--- config.mk ---
export PLATFORM = sky130hd
export DESIGN_NAME = prog_sequencer
export DESIGN_NICKNAME = d
export VERILOG_FILES = /design/src/rtl/prog_seq_pkg.sv /design/src/rtl/prog_seq_ctrl.sv /design/src/rtl/prog_seq_path.sv /design/src/rtl/prog_sequencer.sv
export SDC_FILE = /design/constraint.sdc
export NUM_CORES = 1
export LEC_CHECK = 0
export BUFFER_PORTS_ARGS = -buffer_cell sky130_fd_sc_hd__buf_2
export CAP_MARGIN = 20
export CORE_UTILIZATION = 54
export CTS_CLUSTER_DIAMETER = 200
export CTS_CLUSTER_SIZE = 16
export DETAILED_ROUTE_END_ITERATION = 16
export PLACE_DENSITY = 0.78
export SLEW_MARGIN = 20
export SYNTH_ARGS = -nofsm -noshare
export SYNTH_HDL_FRONTEND = slang
export SYNTH_SLANG_ARGS = --single-unit
--- constraint.sdc ---
create_clock -name clk -period 3.5 [get_ports clk]
set_clock_uncertainty 0.1 [all_clocks]
set_input_delay 0.35 -clock clk [delete_from_list [all_inputs] [get_ports clk]]
set_output_delay 0.35 -clock clk [all_outputs]
set_load 0.01 [all_outputs]
--- src/rtl/prog_seq_pkg.sv ---
`timescale 1ns/1ps
package prog_seq_pkg;
  localparam int INSTR_W = 14;
  localparam logic [INSTR_W-1:0] OP_RETURN = 14'h0008;
  localparam logic [INSTR_W-1:0] OP_RETINT = 14'h0009;
  localparam logic [INSTR_W-1:0] OP_STANDBY = 14'h0063;
  localparam logic [INSTR_W-1:0] OP_WDOGCLR = 14'h0064;

  // strobes from control to datapath
  typedef struct packed {
    logic jump;
    logic push;
    logic pop;
  } pcStrobes_t;
endpackage

--- src/rtl/prog_seq_ctrl.sv ---
`timescale 1ns/1ps
module prog_seq_ctrl
  import prog_seq_pkg::*;
(
  input  logic               clk,
  input  logic               rst,
  input  logic [INSTR_W-1:0] progData,
  input  logic               skipTrue,
  output logic [INSTR_W-1:0] irWord,
  output logic               irValid,
  output pcStrobes_t         strobes,
  output logic               sleepReq,
  output logic               wdtClrReq,
  output logic               gieSet
);
  logic isXfer, isCall, isRet, isSkipOp, doSkip, flush;

  always_comb begin
    isXfer   = irWord[13:12] == 2'b10;
    isCall   = isXfer && !irWord[11];
    isRet    = (irWord == OP_RETURN) || (irWord == OP_RETINT) ||
               (irWord[13:10] == 4'b1101);
    isSkipOp = (irWord[13:8] == 6'b001011) || (irWord[13:8] == 6'b001111) ||
               (irWord[13:10] == 4'b0110) || (irWord[13:10] == 4'b0111);
    doSkip       = irValid && isSkipOp && skipTrue;
    strobes.jump = irValid && isXfer;
    strobes.push = irValid && isCall;
    strobes.pop  = irValid && isRet;
    flush        = strobes.jump || strobes.pop || doSkip;
    sleepReq     = irValid && (irWord == OP_STANDBY);
    wdtClrReq    = irValid && (irWord == OP_WDOGCLR);
    gieSet       = irValid && (irWord == OP_RETINT);
  end

  always_ff @(posedge clk) begin
    if (rst) begin
      irWord  <= '0;
      irValid <= 1'b0;
    end else begin
      irWord  <= progData;
      irValid <= !flush;
    end
  end
endmodule

--- src/rtl/prog_seq_path.sv ---
`timescale 1ns/1ps
module prog_seq_path
  import prog_seq_pkg::*;
#(
  parameter int ADDR_W      = 11,
  parameter int STACK_DEPTH = 8
) (
  input  logic              clk,
  input  logic              rst,
  input  pcStrobes_t        strobes,
  input  logic [ADDR_W-1:0] jumpTarget,
  output logic [ADDR_W-1:0] pc
);
  localparam int SP_W = (STACK_DEPTH > 1) ? $clog2(STACK_DEPTH) : 1;
  localparam logic [SP_W-1:0] SP_LAST = SP_W'(STACK_DEPTH - 1);

  logic [ADDR_W-1:0] stackMem [STACK_DEPTH];
  logic [SP_W-1:0]   sp, spInc, spDec;
  logic [ADDR_W-1:0] pcNext;

  always_comb begin
    spInc = (sp == SP_LAST) ? '0 : sp + 1'b1;
    spDec = (sp == '0) ? SP_LAST : sp - 1'b1;
    if (strobes.jump)     pcNext = jumpTarget;
    else if (strobes.pop) pcNext = stackMem[spDec];
    else                  pcNext = pc + 1'b1;
  end

  always_ff @(posedge clk) begin
    if (rst) begin
      pc <= '0;
      sp <= '0;
    end else begin
      pc <= pcNext;
      if (strobes.push)     sp <= spInc;
      else if (strobes.pop) sp <= spDec;
    end
  end

  always_ff @(posedge clk) begin
    if (!rst && strobes.push) stackMem[sp] <= pc;
  end
endmodule

--- src/rtl/prog_sequencer.sv ---
`timescale 1ns/1ps
module prog_sequencer
  import prog_seq_pkg::*;
#(
  parameter int ADDR_W      = 11,
  parameter int STACK_DEPTH = 8
) (
  input  logic               clk,
  input  logic               rst,
  input  logic [INSTR_W-1:0] progData,
  input  logic               skipTrue,
  output logic [ADDR_W-1:0]  progAddr,
  output logic               nopSlot,
  output logic               sleepReq,
  output logic               wdtClrReq,
  output logic               gieSet
);
  logic [INSTR_W-1:0] irWord;
  logic               irValid;
  pcStrobes_t         strobes;

  prog_seq_ctrl u_ctrl (
    .clk(clk), .rst(rst), .progData(progData), .skipTrue(skipTrue),
    .irWord(irWord), .irValid(irValid), .strobes(strobes),
    .sleepReq(sleepReq), .wdtClrReq(wdtClrReq), .gieSet(gieSet)
  );

  prog_seq_path #(.ADDR_W(ADDR_W), .STACK_DEPTH(STACK_DEPTH)) u_path (
    .clk(clk), .rst(rst), .strobes(strobes),
    .jumpTarget(irWord[ADDR_W-1:0]), .pc(progAddr)
  );

  assign nopSlot = !irValid;
endmodule

==> run_results.csv <==
group,metric,value,unit
setup_path,cp_max_fo,14,
power,ir_worst_vdd,382.1,uV
detailed_routing,routed_wirelength,11450,um
clock_tree,clkSinkCount,117,
detailed_routing,ant_nets,0,
clock_tree,cts_hold_repair.buffers,14,
floorplanning,die_y,97.15,um
setup_path,criticalPathCategory,"reg2reg",
sta,slew_viol_final,0,
setup_path,timing.critical_path.required,3820,ps
floorplanning,dieWidth,97.15,um
clock_tree,cts_setup_buffers,0,
floorplanning,ios,32,
grt,gr-total-overflow,0,
clock_tree,root_buffer,"clkbuf_8",
synthesis,synth_cell_type_count,49,
final_layout,area_growth,20.76,%
sta,holdWs,117.8,ps
clock_tree,clk_pin_slew,60,ps
detailed_routing,drt_iter0_drc,349,
final_layout,drive_above_1_share,0.2045,
final_layout,final_common_cell,"edfxtp_1",
sta,tightest_slew,983.0,ps
power,p_sw_frac,0.2202,
sta,final.setup.worst_slack,661.1,ps
setup_path,crit_slowest_cell,"and2b_1",
power,powerDensity,559.0,nW/um^2
final_layout,final_cell_mix,"edfxtp_1, buf_2, nand2_1, dfxtp_1",
setup_path,startpoint_type,"register",
power,power.leakage,2.093,nW
flow_run,max-cap-violations,0,
sta,relSlewSlack,0.3433,
placement,hpwl,6961,um
sta,fin_crit_sh,0.8111,
synthesis,syn_area_per_cell,13.39,sq um
synthesis,synth-seq-cells,117,
power,p_switching,0.0007265,W
sta,hold_viol,0,
power,combPwrFrac,0.043,
grt,first_global_vias,3385,
grt,grt_pass1_wl,17880,um
detailed_routing,vias,3418,
synthesis,syn-num-nets,387,
placement,io_buffers,31,
floorplanning,core,8763,sq um
clock_tree,cts_buffers,17,
final_layout,fin_area,5903,sq um
sta,fin_setup_tns,0,ps
sta,max_freq,352.3,MHz
power,p_clk_frac,0.490,
sta,rsz0062_at_grt,"false",
clock_tree,clock_latency,530,ps
detailed_routing,drc,0,
detailed_routing,via_per_inst,6.237,
synthesis,netlist_area,4888,sq um
clock_tree,cts_tree,"built",
setup_path,cp_data_arrival_time,3160,ps
placement,place_ws,714.2,ps
floorplanning,die-area,9437,sq um
placement,place_congestion,0.9187,
setup_path,critPathCaptureType,"register",
detailed_routing,post_drt_wl_per_cell,20.90,um
outcome,status,"finished clean",
synthesis,yosys_warnings,0,
setup_path,critical_path.max_stage_delay,510,ps
detailed_routing,drt_pass1_iterations,5,
power,seqPwrFrac,0.467,
sta,finalSetupViolCount,0,
synthesis,synth_seq_area_share,0.6593,
final_layout,n_antenna_cell,0,
final_layout,final_util,0.6736,
placement,place_area,5201,sq um
floorplanning,start_util,0.5578,
min_path,hp-class,"in2reg",
grt,grt_max_degree,27,
clock_tree,postCtsResizedCells,0,
synthesis,syn-instance-count,365,
setup_path,critPathMostFrequentCell,"ha_1",
floorplanning,rows,34,
setup_path,cp_cell_sequence,"inv_1 > ha_1 > ha_1 > and2b_1 > buf_4 > mux2i_1 > mux4_2 > nand2_1 > a32o_1",
sta,fin_crit,2839,ps
clock_tree,htreeDepth,4,
final_layout,fin_nets,449,
power,p_int,0.002574,W
clock_tree,cts_buffer_depth,2,
grt,antenna_found_initial,0,
grt,grt_usage,0.2589,
stage by stage:
step	power [W]	cells
2_1_floorplan	0.001643	365
3_3_place_gp	0.001688	502
3_5_place_dp	0.001695	502
4_1_cts	0.003306	548
5_1_grt	0.003393	548
6_report	0.003300	548
layer usage:
layer | part of all wire | global-route usage
met5 | 0 | 0
met4 | 0.026 | 0.1183
met3 | 0.092 | 0.06835
met2 | 0.48 | 0.4014
met1 | 0.40 | 0.3439
sequential cells by signal (all words and copies together), names as in the netlist:
register	count
u_ctrl.irValid	1
u_path.stackMem	88
u_ctrl.irWord	14
u_path.pc	11
u_path.sp	3
cell families (layout without fill, tap and decap cells):
group                      after synthesis  in the layout  share of synthesized area
DFF                                    117            117                     0.6593
buffers and inverters                   25            100                    0.02739
AOI/OAI and AO/OA                       69             69                    0.09010
xor gates and xnor gates                 9              9                    0.01612
muxes                                   23             23                    0.06578
adders and majority gates                5              5                    0.01280
and+or+nand+nor                        117            117                     0.1285
final timing paths:
check | startpoint | endpoint | slack (ps) | depth (start not counted)
max | u_path.sp[1] | u_path.pc[3] | 660 | 9
min | skipTrue | u_ctrl.irValid | 120 | 4
max reg2reg | u_path.sp[1] | u_path.pc[3] | 660 | 9
min reg2reg | u_ctrl.irWord[7] | u_path.pc[7] | 390 | 1
worst max-delay path, delay by kind of cell, from the launching register on:
family | cells | cell delay, ps
AOI/OAI and AO/OA | 1 | 280
adders and majority gates | 2 | 390
buffers and inverters | 2 | 440
DFF | 1 | 470
muxes | 2 | 490
and+or+nand+nor | 2 | 580
power by group through the flow:
stage | Combinational, W | Sequential (W) | Clock (W)
global route | 0.000153 | 0.00155 | 0.00169
detailed placement | 0.000125 | 0.00157 | 0
CTS | 0.000138 | 0.00154 | 0.00163
floorplan | 0.0000833 | 0.00156 | 0
global placement | 0.000119 | 0.00157 | 0
finish | 0.000141 | 0.00154 | 0.00162
area by class of cell:
class,instances,area [sq um]
clock buffer,21,460.4
clock inverter,11,101.3
fill,585,2860
inverter,7,26.28
multi-input combinational,223,1541
sequential,117,3223
tap,108,135.1
timing repair buffer,61,415.4
cells in the mapped netlist (all sizes together):
cell type,n,area [sq um]
clkbuf,10,37.54
and4,1,8.760
or2,2,12.51
o311ai,3,26.28
o21ai,23,115.1
nor4,4,31.28
a222oi,1,10.01
inv,6,22.52
o221ai,2,17.52
and2b,1,7.510
a32o,5,50.05
nor3b,1,7.510
mux4,7,161.4
nor4bb,1,10.01
or4b,2,20.02
nand4,6,37.54
nand3,5,25.02
nand3b,2,15.01
o22ai,7,43.79
and3,3,18.77
buf,8,70.07
mux2i,16,160.2
nand2b,3,18.77
nand2,29,108.9
nor3,6,30.03
xnor2,5,43.79
and2,2,12.51
edfxtp,88,2643
ha,5,62.56
a221oi,3,26.28
nor2,21,78.83
o41ai,1,8.760
o31ai,2,15.01
xor2,4,35.03
or3,5,31.28
o21a,1,7.510
nor2b,19,118.9
clkinv,1,3.750
nor4b,4,35.03
dfxtp,29,580.6
a32oi,2,17.52
a2bb2oi,2,17.52
a21oi,17,85.08
No activity file was read; power rests on OpenSTA's default activity.
